$ cat src/rtl/pt_walker.sv
module pt_walker #(
  parameter int PA_W = 48
) (
  input  logic            clk,
  input  logic            rst_n,
  input  logic            req_valid,
  output logic            req_ready,
  input  logic [47:0]     req_va,
  input  logic [PA_W-1:0] req_base,
  input  logic [5:0]      cfg_tsz,
  input  logic [63:0]     cfg_attr,
  output logic            mem_req_valid,
  output logic [PA_W-1:0] mem_req_addr,
  input  logic            mem_rsp_valid,
  input  logic [63:0]     mem_rsp_data,
  output logic            done_valid,
  output logic            done_fault,
  output logic [1:0]      done_level,
  output logic [PA_W-1:0] done_pa,
  output logic [1:0]      done_size,
  output logic [7:0]      done_attr,
  output logic [1:0]      done_sh,
  output logic            done_uxn,
  output logic            done_pxn
);
  localparam int TW = PA_W - 12;

  typedef enum logic [1:0] {S_IDLE, S_REQ, S_WAIT} st_t;
  st_t st;

  logic [47:0]   va;
  logic [TW-1:0] tbl;
  logic [1:0]    lvl;
  logic          xu, xp;

  wire [5:0] tsz   = (cfg_tsz < 6'd16) ? 6'd16 : (cfg_tsz > 6'd39) ? 6'd39 : cfg_tsz;
  wire [6:0] top   = 7'd64 - {1'b0, tsz};
  wire       oor   = (req_va >> top) != 48'd0;
  wire [1:0] start = (tsz < 6'd25) ? 2'd0 : (tsz < 6'd34) ? 2'd1 : 2'd2;

  wire [5:0] ib  = 6'd12 + 6'd9 * (6'd3 - {4'd0, lvl});
  wire [8:0] idx = va[ib +: 9];

  assign req_ready     = (st == S_IDLE);
  assign mem_req_valid = (st == S_REQ);
  assign mem_req_addr  = {tbl, idx, 3'b000};

  wire [63:0]   d    = mem_rsp_data;
  wire [TW-1:0] dout = d[PA_W-1:12];
  wire          blk  = (d[1:0] == 2'b01);
  wire          nxt  = (d[1:0] == 2'b11);
  wire          bad  = !d[0] || (blk && (lvl == 2'd0 || lvl == 2'd3));

  logic [PA_W-1:0] pa;
  always_comb begin
    case (lvl)
      2'd1:    pa = {dout[TW-1:18], va[29:0]};
      2'd2:    pa = {dout[TW-1:9],  va[20:0]};
      default: pa = {dout, va[11:0]};
    endcase
  end

  always_ff @(posedge clk) begin
    if (!rst_n) begin
      st <= S_IDLE;
      va <= '0; tbl <= '0; lvl <= '0; xu <= 1'b0; xp <= 1'b0;
      done_valid <= 1'b0; done_fault <= 1'b0; done_level <= '0;
      done_pa <= '0; done_size <= '0; done_attr <= '0; done_sh <= '0;
      done_uxn <= 1'b0; done_pxn <= 1'b0;
    end else begin
      done_valid <= 1'b0;
      case (st)
        S_IDLE: if (req_valid) begin
          va <= req_va; tbl <= req_base[PA_W-1:12]; lvl <= start;
          xu <= 1'b0; xp <= 1'b0;
          if (oor) begin
            done_valid <= 1'b1; done_fault <= 1'b1; done_level <= start;
            done_pa <= '0; done_size <= '0; done_attr <= '0; done_sh <= '0;
            done_uxn <= 1'b0; done_pxn <= 1'b0;
          end else st <= S_REQ;
        end
        S_REQ: st <= S_WAIT;
        S_WAIT: if (mem_rsp_valid) begin
          if (!bad && nxt && lvl != 2'd3) begin
            tbl <= dout; lvl <= lvl + 2'd1;
            xu <= xu | d[60]; xp <= xp | d[59];
            st <= S_REQ;
          end else begin
            st <= S_IDLE;
            done_valid <= 1'b1;
            done_level <= lvl;
            if (bad || !d[10]) begin
              done_fault <= 1'b1;
              done_pa <= '0; done_size <= '0; done_attr <= '0; done_sh <= '0;
              done_uxn <= 1'b0; done_pxn <= 1'b0;
            end else begin
              done_fault <= 1'b0;
              done_pa    <= pa;
              done_size  <= (lvl == 2'd3) ? 2'd0 : (lvl == 2'd2) ? 2'd1 : 2'd2;
              done_attr  <= cfg_attr[{d[4:2], 3'b000} +: 8];
              done_sh    <= d[9:8];
              done_uxn   <= xu | d[54];
              done_pxn   <= xp | d[53];
            end
          end
        end
        default: st <= S_IDLE;
      endcase
    end
  end
endmodule

$ cat config.mk
export PLATFORM = sky130hd
export DESIGN_NAME = pt_walker
export DESIGN_NICKNAME = d
export VERILOG_FILES = /design/src/rtl/pt_walker.sv
export SDC_FILE = /design/constraint.sdc
export NUM_CORES = 1
export LEC_CHECK = 0
export ABC_AREA = 1
export BUFFER_PORTS_ARGS = -buffer_cell sky130_fd_sc_hd__buf_2
export CAP_MARGIN = 25
export CORE_ASPECT_RATIO = 0.7
export CORE_MARGIN = 8
export CORE_UTILIZATION = 52
export CTS_BUF_LIST = sky130_fd_sc_hd__clkbuf_16
export DETAILED_ROUTE_END_ITERATION = 7
export GPL_ROUTABILITY_DRIVEN = 0
export PLACE_DENSITY = 0.82
export REMOVE_ABC_BUFFERS = 1
export SLEW_MARGIN = 20
export SYNTH_ARGS = -nofsm -noshare
export SYNTH_HDL_FRONTEND = slang
export SYNTH_SLANG_ARGS = --single-unit
$ cat constraint.sdc
create_clock -name clk -period 3.65 [get_ports clk]
set_clock_uncertainty 0.1 [all_clocks]
set_input_delay 0.1825 -clock clk [delete_from_list [all_inputs] [get_ports clk]]
set_output_delay 0.1825 -clock clk [all_outputs]
set_load 0.01 [all_outputs]
Word level (Yosys, flattened, before mapping)
Index checks and enable logic that the tools add are counted.

cells by class
  add/subtract/negate cells = 4
  multiply operators = 1
  magnitude comparators = 4
  eq/ne operators = 14
  shifts and indexed selects = 3
  mux-type cells = 75
  bitwise logic cells = 4
  reduce and logical (&&, ||, !) cells = 17

operators by type and width
  operator                                                    number
  two-way mux 48 bit                                          5
  two-way mux 36 bit                                          3
  case mux 48 bit (2 select lines)                            1
  case mux 36 bit (2 select lines)                            1
  indexed part select 64 x 7 -> 8 bit                         1
  case mux 30 bit (2 select lines)                            1
  nonzero test 48 bit                                         1
  indexed part select 48 x 7 -> 9 bit                         1
  right shift 48 x 7 -> 48 bit                                1
  two-way mux 2 bit                                           22
  two-way mux 8 bit                                           5
  two-way mux 1 bit                                           23
  case mux 2 bit (2 select lines)                             4
  case mux 8 bit (2 select lines)                             1
  less-than comparator 6 x 5 -> 1 bit, second input constant  2
  two-way mux 6 bit                                           2
  inequality test 2 bit, second input constant                6
  case mux 1 bit (2 select lines)                             6
  equality test 2 bit, second input constant                  4
  subtractor 7 x 6 -> 7 bit, first input constant             1
  adder 4 x 6 -> 6 bit, first input constant                  1
  equality test 2 x 1 -> 1 bit, second input constant         3
  > comparator 6 bit, second input constant                   1
  less-than comparator 6 bit, second input constant           1
  15 further kinds                                            25

word-level totals
  register bits after elaboration = 156
  input port bits = 234

Longest topological paths before layout
  depth after elaboration = 10
  gate-level depth with buffers = 27
  depth with buffers taken out = 24

Least setup slack after synthesis
OpenSTA, ideal clock, no wires.

  kind = input to register
  start point = input port cfg_tsz[5]
  end point = register done_attr[0]
  setup time = 0.115 ns
  arrival = 3.095 ns
  data required time = 3.435 ns
  path slack = 0.340 ns
  cell stages on the path = 23
  path buffers = 7
  cell sequence = buf_6 o21ai_2 buf_4 clkbuf_1 and2_1 ha_1 clkbuf_1 buf_1 nand3_1 nand2_1 nand3_1 a21oi_1 nand2_1 nand2_1 nand4_1 nand2_1 nand2_1 nand2_1 nand3_2 buf_6 buf_2 a21oi_1 nor2_1

between the ends
  longest elaborated chain between the ends = 8

RTL lines
  element                                            RTL line  text
  start, declared                                    10        input logic [5:0] cfg_tsz,
  > comparator 6 bit                                 36        wire [5:0] tsz = (cfg_tsz < 6'd16) ? 6'd16 : (cfg_tsz > 6'd39) ? 6'd39 : cfg_tsz;
  two-way mux 6 bit                                  36
  two-way mux 6 bit *                                36
  subtractor 7 x 6 -> 7 bit *                        37        wire [6:0] top = 7'd64 - {1'b0, tsz};
  right shift 48 x 7 -> 48 bit *                     38        wire oor = (req_va >> top) != 48'd0;
  nonzero test 48 bit *                              38
  inequality test 2 x 1 -> 1 bit (no source line) *  n/a
  AND reduction 5 bit (no source line) *             n/a
  end signal, assigned                               100       done_attr <= cfg_attr[{d[4:2], 3'b000} +: 8];
  end, declared                                      21        output logic [7:0] done_attr,

Every way passes the cells marked *; elsewhere a longest branch is shown, timed or not.
A chain may end at the register's enable or synchronous reset.

Worst setup path in the final report
  start point = register lvl[0]
  end point = output port mem_req_addr[3]

between the ends
  longest elaborated chain between the ends = 4

RTL lines
  element                              RTL line  text
  start, declared                      33        logic [1:0] lvl;
  start signal, assigned               74        va <= req_va; tbl <= req_base[PA_W-1:12]; lvl <= start;
  start signal, assigned               85        tbl <= dout; lvl <= lvl + 2'd1;
  subtractor 2 x 2 -> 3 bit            41        wire [5:0] ib = 6'd12 + 6'd9 * (6'd3 - {4'd0, lvl});
  multiplier 5 x 3 -> 6 bit            41
  adder 4 x 6 -> 6 bit                 41
  indexed part select 48 x 7 -> 9 bit  42        wire [8:0] idx = va[ib +: 9];
  end, declared                        13        output logic [PA_W-1:0] mem_req_addr,

No other way between the ends.

==> metrics.yaml <==
clock_network:
  cts_root_buf: "clkbuf_16"
  ctsResizeCount: 0
  clk_path_buf_depth: 2
  cts-buffers-inserted: 17
  clock_latency_ps: 430
  cts_max_level: 4
  cts_tree: "done"
  clk_pin_slew_ps: 70
  clock-sinks: 156
layout:
  syn2layout_area_growth_pct: 31.5
  seq_area_mm2: 0.00312
  nets: 2308
  final_area_mm2: 0.0137
  fillerInstances: 1706
  multi_input_area_mm2: 0.00634
  drive_gt1_share_pct: 19.3
worst_hold_path:
  whs_path_depth: 3
  hold_class: "in -> reg"
synthesis:
  ys_seq_area_share_pct: 30.0
  synth_warnings: 0
  ys_types: 44
  synth_area_mm2: 0.0104
  ys_ff_latch: 156
  synthFlopType: "dfxtp_1"
  syn_inst: 1735
  synth_edf_count: 0
  synth-async-reset-ratio_pct: 0
  avgSynthCellArea_um2: 6.00
drt:
  wl_um: 40900
  viasPerCell: 5.76
  drt_pass1_iterations: 6
  wire_per_inst_um: 17.4
  drc_errors: 0
  via_count: 13600
  drt_iter0_markers: 1643
  ant_nets: 0
die:
  rows: 43
  initial_core_util_pct: 52.7
  dieArea_mm2: 0.0249
  core_area_mm2: 0.0197
  fp.dieH_um: 134
  ios: 350
  die_w_um: 185
worst_setup_path:
  end_kind: "output pin"
  required_ps: 3370
  start_kind: "register"
  cp.arrival_ps: 3070
  critPathKind: "reg -> out"
  reg2regPathDepth: 10
  critPathMaxFanout: 27
power_and_ir_drop:
  power_density_mw_per_mm2: 426
  leakage_uw: 0.00667
  p_clk_share_pct: 30.0
  vdd_drop_max_v: 0.000309
  switching_share_pct: 38.7
  seqPwrFrac_pct: 34.1
  comb_power_share_pct: 35.9
  power_switching_uw: 2260
  p_int_uw: 3570
timing:
  period_needed_ps: 3350
  grt_setup_unrepaired: "no"
  final.setup.worst_slack_ps: 300
  finalHoldViolCount: 0
  max_slew_margin_pct: 32.8
  slew_viol_final: 0
  post-route-period-util_pct: 91.8
  hold_slack_ps: 10.1
  fmax_mhz: 299
  setup_violations: 0
  worst_pin_slew_ps: 1010
grt:
  use_met1_pct: 40.9
  busiest_layer: "met2"
  grt-ovfl-total: 0
  antenna_found_initial: 4
  grt_pass1_wl_um: 63800
  grt_max_degree: 94
  grt_util_met3_pct: 9.13
  grt.met2_usage_pct: 48.4
  grt.total_usage_pct: 31.4
  grt_pass1_vias: 12200
placement:
  numPortBuffers: 318
  dp_hpwl_um: 28700
  dpl-instance-area_mm2: 0.0120
  pre_cts_ws_ps: 228
outcome:
  status: "finished clean"
job:
  cap_viol_max_count: 0
## placed cells by master (no fill, tap or decap), drive strengths merged, types with 2 or more instances in the layout
master         n
diode          5
a22oi          3
nand3        220
inv           96
nand4          3
nor2         174
dfxtp        156
a21oi        126
a22o           4
ha             6
o221ai        19
conb           3
dlygate4sd3  109
clkinv         9
nand3b         6
o21a           2
a31oi         35
nand2        482
o22ai          8
o211ai         8
buf          345
nor3           4
clkbuf        17
a211oi         2
mux2i          5
o21ai        215
o31ai          4
a32o          11
clkinvlp       2
## worst paths after layout
kind	startpoint	slack (ps)	to
worst max-delay path	lvl[0]$_SDFFE_PN0P_	300	mem_req_addr[3]
worst min register to register	xu$_SDFFE_PN0P_	350	xu$_SDFFE_PN0P_
worst min-delay path	req_va[18]	10	va[18]$_SDFFE_PN0P_
worst max register to register	lvl[1]$_SDFFE_PN0P_	350	tbl[4]$_SDFFE_PN0P_
## worst max-delay path, stage by stage, from the launching register on
cell and delay, ps:
dfxtp_2 600, inv_1 110, ha_1 400, clkinv_1 640, a21oi_1 320, o21ai_0 120
nand3_1 140, a32o_1 130, buf_2 150
## cell families after synthesis
kind of cell,share of synthesized area (%)
adder cells (fa/ha/maj),0.721
other,0.0360
AO/OA/AOI/OAI,24.1
multiplexers,0.481
buffers and inverters,9.35
AND/OR/NAND/NOR,35.3
flip-flops,30.0
## power by group through the flow
stage                     sequential (uW)  combinational (uW)  clock, uW
after global placement               2010                1860          0
after floorplan                      2070                1100          0
after CTS                            1980                2030       1760
after global routing                 2010                2300       1840
final                                1990                2090       1750
after detailed placement             2020                1900          0
## state kept, by name (all words and copies together) (netlist names)
| name | flops |
|---|---|
| done_attr | 8 |
| done_valid | 1 |
| tbl | 36 |
| xp | 1 |
| va | 48 |
| done_level | 2 |
| done_size | 2 |
| st | 2 |
| xu | 1 |
| done_pxn | 1 |
| lvl | 2 |
| done_fault | 1 |
| done_sh | 2 |
| done_uxn | 1 |
| done_pa | 48 |
## final cells by class
class | instances | share of cell area (%)
flip-flops and latches | 156 | 22.8
repair buffers | 454 | 21.6
well taps | 270 | 2.47
clock buffers | 17 | 3.11
multi-input cells | 1347 | 46.3
diodes | 5 | 0.0914
inverters | 92 | 2.53
clock inverters | 15 | 1.08
## metrics by stage
| step | setup TNS (ps) | instances | utilization (%) | total power [uW] |
|---|---|---|---|---|
| 2_1_floorplan | -190030 | 1595 | - | 3180 |
| 3_3_place_gp | 0 | 2210 | 60.8 | 3870 |
| 3_5_place_dp | 0 | 2210 | 60.8 | 3920 |
| 4_1_cts | 0 | 2351 | 69.3 | 5770 |
| 5_1_grt | 0 | 2355 | 69.3 | 6150 |
| 6_report | 0 | 2356 | 69.3 | 5830 |
## Yosys cell counts (2+ instances only)
library cell | number | area [um2]
nand2_1 | 478 | 1790
nand3_1 | 218 | 1090
o21ai_0 | 186 | 931
nor2_1 | 174 | 653
dfxtp_1 | 156 | 3120
a21oi_1 | 125 | 626
clkbuf_1 | 94 | 353
inv_1 | 82 | 308
a31oi_1 | 35 | 219
o21ai_1 | 25 | 125
buf_1 | 19 | 71.3
o221ai_1 | 19 | 166
buf_2 | 16 | 80.1
a32o_1 | 11 | 110
o22ai_1 | 8 | 50.1
buf_6 | 7 | 78.8
o211ai_1 | 7 | 52.6
buf_4 | 6 | 45.0
clkinv_1 | 6 | 22.5
ha_1 | 6 | 75.1
nand3b_1 | 6 | 45.0
mux2i_1 | 5 | 50.1
a22o_1 | 4 | 35.0
inv_2 | 4 | 15.0
nand2_2 | 4 | 25.0
nor3_1 | 4 | 20.0
o31ai_1 | 4 | 30.0
a22oi_1 | 3 | 22.5
nand4_1 | 3 | 18.8
o21ai_2 | 3 | 26.3
a211oi_1 | 2 | 15.0
nand3_2 | 2 | 20.0
o21a_1 | 2 | 15.0
## routing by layer
metal  vias up  wire [um]
met5         -          0
met2       836      18000
li1       6513          -
met1      6117      16900
met4         0       1370
met3       111       4690
## timing repair
action | 4_1_cts | 5_1_grt
hold buffers | 109 | 0
hold endpoints to repair | 73 | 0
buffers inserted | 0 | 0
No activity file was read; power rests on OpenSTA's default activity.
